$ cat src/rtl/addr_latch_pkg.sv
package addr_latch_pkg;

   // Encoding is {clr_all, wr_en_n}
   typedef enum logic [1:0] {
      MODE_WRITE = 2'b00,
      MODE_HOLD  = 2'b01,
      MODE_DEMUX = 2'b10,
      MODE_CLEAR = 2'b11
   } lat_mode_e;

endpackage

$ cat src/rtl/addr_latch_mode_dec.sv
module addr_latch_mode_dec
   import addr_latch_pkg::*;
(
   input  logic      wr_en_n,
   input  logic      clr_all,
   output lat_mode_e mode
);

   always_comb begin
      unique case ({clr_all, wr_en_n})
         2'b00:   mode = MODE_WRITE;
         2'b01:   mode = MODE_HOLD;
         2'b10:   mode = MODE_DEMUX;
         default: mode = MODE_CLEAR;
      endcase
   end

endmodule

$ cat src/rtl/addr_latch_store.sv
module addr_latch_store
   import addr_latch_pkg::*;
#(
   parameter int ADDR_W   = 3,
   parameter int NUM_BITS = 8
)(
   input  logic                clk,
   input  logic                rst,
   input  lat_mode_e           mode,
   input  logic [ADDR_W-1:0]   sel,
   input  logic                din,
   output logic [NUM_BITS-1:0] store_q,
   output logic [NUM_BITS-1:0] demux_q
);

   if (NUM_BITS != (1 << ADDR_W)) begin : g_bad_size
      $error("addr_latch_store: NUM_BITS must equal 2**ADDR_W");
   end

   for (genvar b = 0; b < NUM_BITS; b++) begin : g_bit
      logic hit;
      logic keep_r;
      logic pass_r;

      assign hit = (sel == ADDR_W'(b));

      // Stored bit: any clear-class mode wipes it, so clear wins over write
      always_ff @(posedge clk) begin
         if (rst) begin
            keep_r <= 1'b0;
         end else begin
            unique case (mode)
               MODE_WRITE: if (hit) keep_r <= din;
               MODE_HOLD:  keep_r <= keep_r;
               default:    keep_r <= 1'b0;
            endcase
         end
      end

      // Demultiplexed copy: only the selected line may carry data
      always_ff @(posedge clk) begin
         if (rst) pass_r <= 1'b0;
         else     pass_r <= (mode == MODE_DEMUX) && hit && din;
      end

      assign store_q[b] = keep_r;
      assign demux_q[b] = pass_r;
   end

endmodule

$ cat src/rtl/addr_latch_skew_mon.sv
module addr_latch_skew_mon
   import addr_latch_pkg::*;
#(
   parameter int ADDR_W      = 3,
   parameter bit SKEW_DETECT = 1'b1
)(
   input  logic              clk,
   input  logic              rst,
   input  lat_mode_e         mode,
   input  logic [ADDR_W-1:0] sel,
   output logic              skew
);

   if (SKEW_DETECT) begin : g_mon
      logic [ADDR_W-1:0] prev_sel_r;
      logic              prev_wr_r;
      logic              skew_r;
      logic              cur_wr;
      logic              multi;

      function automatic int unsigned ones(input logic [ADDR_W-1:0] v);
         int unsigned n;
         n = 0;
         for (int i = 0; i < ADDR_W; i++) begin
            if (v[i]) n++;
         end
         return n;
      endfunction

      assign cur_wr = (mode == MODE_WRITE);
      assign multi  = ones(sel ^ prev_sel_r) > 1;

      always_ff @(posedge clk) begin
         if (rst) begin
            prev_sel_r <= '0;
            prev_wr_r  <= 1'b0;
            skew_r     <= 1'b0;
         end else begin
            prev_sel_r <= sel;
            prev_wr_r  <= cur_wr;
            skew_r     <= cur_wr && prev_wr_r && multi;
         end
      end

      assign skew = skew_r;
   end else begin : g_no_mon
      assign skew = 1'b0;
   end

endmodule

$ cat src/rtl/addr_latch_demux.sv
module addr_latch_demux
   import addr_latch_pkg::*;
#(
   parameter int ADDR_W      = 3,
   parameter bit SKEW_DETECT = 1'b1
)(
   input  logic                    clk,
   input  logic                    rst,
   input  logic [ADDR_W-1:0]       sel,
   input  logic                    din,
   input  logic                    wr_en_n,
   input  logic                    clr_all,
   output logic [(1<<ADDR_W)-1:0]  q,
   output logic                    skew_flag
);

   localparam int NUM_BITS = 1 << ADDR_W;

   if (ADDR_W < 1 || ADDR_W > 6) begin : g_bad_addr_w
      $error("addr_latch_demux: ADDR_W must lie in 1..6");
   end

   lat_mode_e           mode;
   logic [NUM_BITS-1:0] store_q;
   logic [NUM_BITS-1:0] demux_q;
   logic                demux_view_r;

   addr_latch_mode_dec u_dec (
      .wr_en_n (wr_en_n),
      .clr_all (clr_all),
      .mode    (mode)
   );

   addr_latch_store #(
      .ADDR_W   (ADDR_W),
      .NUM_BITS (NUM_BITS)
   ) u_store (
      .clk     (clk),
      .rst     (rst),
      .mode    (mode),
      .sel     (sel),
      .din     (din),
      .store_q (store_q),
      .demux_q (demux_q)
   );

   addr_latch_skew_mon #(
      .ADDR_W      (ADDR_W),
      .SKEW_DETECT (SKEW_DETECT)
   ) u_skew (
      .clk  (clk),
      .rst  (rst),
      .mode (mode),
      .sel  (sel),
      .skew (skew_flag)
   );

   // Remembers which copy drives the outputs during the current cycle
   always_ff @(posedge clk) begin
      if (rst) demux_view_r <= 1'b0;
      else     demux_view_r <= (mode == MODE_DEMUX);
   end

   assign q = demux_view_r ? demux_q : store_q;

endmodule

$ cat config.mk
export PLATFORM = sky130hd
export DESIGN_NAME = addr_latch_demux
export DESIGN_NICKNAME = d
export VERILOG_FILES = /design/src/rtl/addr_latch_pkg.sv /design/src/rtl/addr_latch_mode_dec.sv /design/src/rtl/addr_latch_store.sv /design/src/rtl/addr_latch_skew_mon.sv /design/src/rtl/addr_latch_demux.sv
export SDC_FILE = /design/constraint.sdc
export NUM_CORES = 1
export LEC_CHECK = 0
export BUFFER_PORTS_ARGS = -buffer_cell sky130_fd_sc_hd__buf_4
export CAP_MARGIN = 15
export CORE_MARGIN = 5
export CORE_UTILIZATION = 50
export DETAILED_ROUTE_END_ITERATION = 16
export GPL_TIMING_DRIVEN = 0
export HOLD_SLACK_MARGIN = 0.08
export PLACE_DENSITY_LB_ADDON = 0.2
export SYNTH_ARGS = -nofsm -noshare
export SYNTH_HDL_FRONTEND = slang
export SYNTH_HIERARCHICAL = 1
export SYNTH_SLANG_ARGS = --single-unit
$ cat constraint.sdc
create_clock -name clk -period 1.6 [get_ports clk]
set_input_delay 0.16 -clock clk [delete_from_list [all_inputs] [get_ports clk]]
set_output_delay 0.16 -clock clk [all_outputs]
set_load 0.005 [all_outputs]
==> metrics.csv <==
stage,metric,value,unit
status,outcome,"finished, final reports clean",
cts,cts_setup_buffers,0,
sta,slew_headroom,0.693,
power_and_ir_drop,internal_power,0.000748,W
power_and_ir_drop,ir_worst_vdd,0.505,mV
min_path,hold_path_end,u_skew/g_mon.prev_sel_r[2],
die,core_region_area,2210,um2
global_route,grt_pass1_wl,3370,um
worst_setup_path,critPathRequiredTime,1440,ps
finish,final_cell_mix,"buf_4 (30), dfxtp_1 (22), mux2_4 (8), or3b_2 (8), mux2i_1 (8)",
sta,rsz0062_at_grt,false,
logic_synthesis,synth_ff_type,dfxtp_1,
cts,h-tree-depth,1,
place,dp_worst_setup_slack,421,ps
logic_synthesis,synth_compound_area_frac,0.00857,
logic_synthesis,synth_xor_area_frac,0.0225,
cts,clockRootBuffer,clkbuf_4,
cts,cts.path.max_buffers,2,
sta,clock.fmax,701,MHz
sta,worst_slack,173,ps
die,start_util,0.528,
global_route,grt_pass1_vias,793,
sta,hold_viol_final,0,
logic_synthesis,synth_nets,117,
power_and_ir_drop,p_comb_frac,0.113,
sta,finalSetupTns,0,ps
min_path,hold_class,primary input to flip-flop,
cts,cts_made_buffers,3,
power_and_ir_drop,power.density,727,nW/um2
die,die_h,58.3,um
place,dpl.cell_count,149,
cts,numClockSinks,22,
die,rows,17,
sta,period_share,0.892,
cts,cts_resized,0,
logic_synthesis,syn_area,1170,um2
logic_synthesis,syn_area_per_cell,10.9,um2
power_and_ir_drop,p_leak,0.567,nW
place,port_buffers,14,
worst_setup_path,worstSetupPathType,flip-flop to output pin,
detailed_routing,dr.pass1.iters,4,
run,maxCapViolations,0,
sta,setup_violations,0,
worst_setup_path,rr_startpoint,u_skew/g_mon.prev_sel_r[1],
detailed_routing,vias_per_cell,5.00,
global_route,antenna_found_initial,0,
worst_setup_path,critPathSlowestCell,dfxtp_1,
worst_setup_path,path_cells,buf_6 > mux2_4 > buf_4,
logic_synthesis,yosysSeqAreaShare,0.377,
place,hpwl,1370,um
worst_setup_path,worstPathMaxFanout,8,
cts,clock_latency,300,ps
worst_setup_path,critPathMaxStageDelay,360,ps
power_and_ir_drop,pwr-share-seq,0.574,
logic_synthesis,synth-async-reset-ratio,0,
detailed_routing,drt-total-wl,1960,um
sta,fin_worst_skew,0.408,ps
detailed_routing,ant_nets,0,
finish,fin_area,1340,um2
logic_synthesis,synth_simple_gate_area_frac,0.238,
worst_setup_path,crit_start,demux_view_r,
place,gp_congestion,0.700,
global_route,grt_max_degree,16,
finish,drive_gt1_frac,0.472,
finish,num_antenna_cells,0,
worst_setup_path,cp.arrival,1270,ps
cts,holdBufCountCts,0,
sta,worst_pin_slew,460,ps
detailed_routing,drc,0,
power_and_ir_drop,swShare,0.234,
logic_synthesis,ys.warnings.count,6,
sta,drv_slew,0,
power_and_ir_drop,clockPowerShare,0.313,
finish,area_delta_synth_final,15.1,%
logic_synthesis,synth-adder-area-share,0.0214,
finish,mostFrequentLayoutCell,buf_4,
min_path,holdCritStartpoint,rst,
sta,period_needed,1430,ps
worst_setup_path,startpoint_type,flip-flop,
place,postPlaceCellArea,1310,um2
worst_setup_path,cp-end-kind,output pin,
worst_setup_path,reg2regPathDepth,5,
power_and_ir_drop,power.switching,0.000228,W
cts,path_clk_slew,120,ps
global_route,track_usage,0.127,
logic_synthesis,ys_ff_latch,22,
logic_synthesis,synthCells,107,
die,io_pins,17,
detailed_routing,num_vias,765,
worst_setup_path,r2r_slack,420,ps
finish,layout.nets,136,
detailed_routing,routedWlPerCell,12.8,um
logic_synthesis,synth_mux_area_frac,0.171,
logic_synthesis,synth.distinct_cells,28,
die,die_w,58.3,um
global_route,grt-ovfl-total,0,
cts,cts_tree,yes,
worst_setup_path,worstReg2RegEnd,u_skew/skew,
detailed_routing,drtIter0Drc,4,
logic_synthesis,synth_top_family_by_area,simple AND/OR/NAND/NOR gates,
min_path,worstHoldPathCells,2,
finish,stdcell_count,153,
die,dieArea,3400,um2
logic_synthesis,synth-edff-count,0,
[area by class of cell]
cell class	instances	area, um2
fill	204	868
multi-input combinational	58	539
sequential	22	440
buffer	24	176
timing repair buffer	14	105
clock buffer	4	36.3
tap	28	35.0
inverter	3	11.3
[power by group through the flow]
stage	sequential (W)	clock, W	combinational (W)
after CTS	0.000560	0.000319	0.000112
after global placement	0.000572	0	0.000108
after floorplan	0.000572	0	0.0000749
after global routing	0.000561	0.000335	0.000122
final	0.000560	0.000306	0.000111
after detailed placement	0.000573	0	0.000111
[sequential cells by signal, indices dropped and copies added, names as in the netlist]
name and cells:
u_skew/g_mon.prev_wr_r 1, u_skew/g_mon.prev_sel_r 3, u_skew/skew 1, u_store/g_bit.pass_r 8, u_store/g_bit.keep_r 8, demux_view_r 1
[worst max-delay path, delay by kind of cell (launching register included)]
family	cells	cell delay (ps)
flops	1	360
mux	1	310
buf+inv	2	300
[metal layers]
metal  part of all wire  track usage  wire length [um]
met5                  0            0                 0
met4             0.0072       0.0430                14
met3              0.034       0.0219                67
met2               0.46        0.203               907
met1               0.49        0.172               968
[worst max-delay path by stage]
| stage | end | slack, ps | cells after the start |
|---|---|---|---|
| final | q[1] | 170 | 3 |
| after global routing | q[0] | 130 | 3 |
| after CTS | q[1] | 150 | 3 |
| after detailed placement | u_skew/skew | 420 | 5 |
| after global placement | u_skew/skew | 450 | 5 |
| after floorplan | u_skew/skew | 490 | 5 |
[through the flow]
step                      utilization  power [W]  hold WS, ps
after global routing            0.607    0.00102          123
after CTS                       0.607   0.000991          106
after global placement          0.591   0.000681          412
final                           0.607   0.000977          117
after floorplan                     -   0.000647          232
after detailed placement        0.591   0.000684          413
[cells in the mapped netlist, types with 2 or more instances]
cell      number  area share
ha_1           2       0.021
nor4bb_1       2       0.017
buf_6          3       0.029
mux2i_1        8       0.069
clkbuf_1       2      0.0064
dfxtp_1       22        0.38
xnor2_1        2       0.015
nor4b_2        2       0.026
nand2_1        2      0.0064
or3b_2         8       0.060
buf_4         16        0.10
mux2_4         8        0.10
buf_2          3       0.013
nor3_1         5       0.021
nor4_1         3       0.016
inv_1          3      0.0096
nor2b_1        3       0.016
nor4b_1        3       0.023
[kinds of logic after synthesis]
group,count (synthesis)
xor gates and xnor gates,3
adders and majority gates,2
muxes,16
AOI/OAI and AO/OA,2
buffers and inverters,27
DFF,22
and+or+nand+nor,35
(Power assumes the default switching activity.)
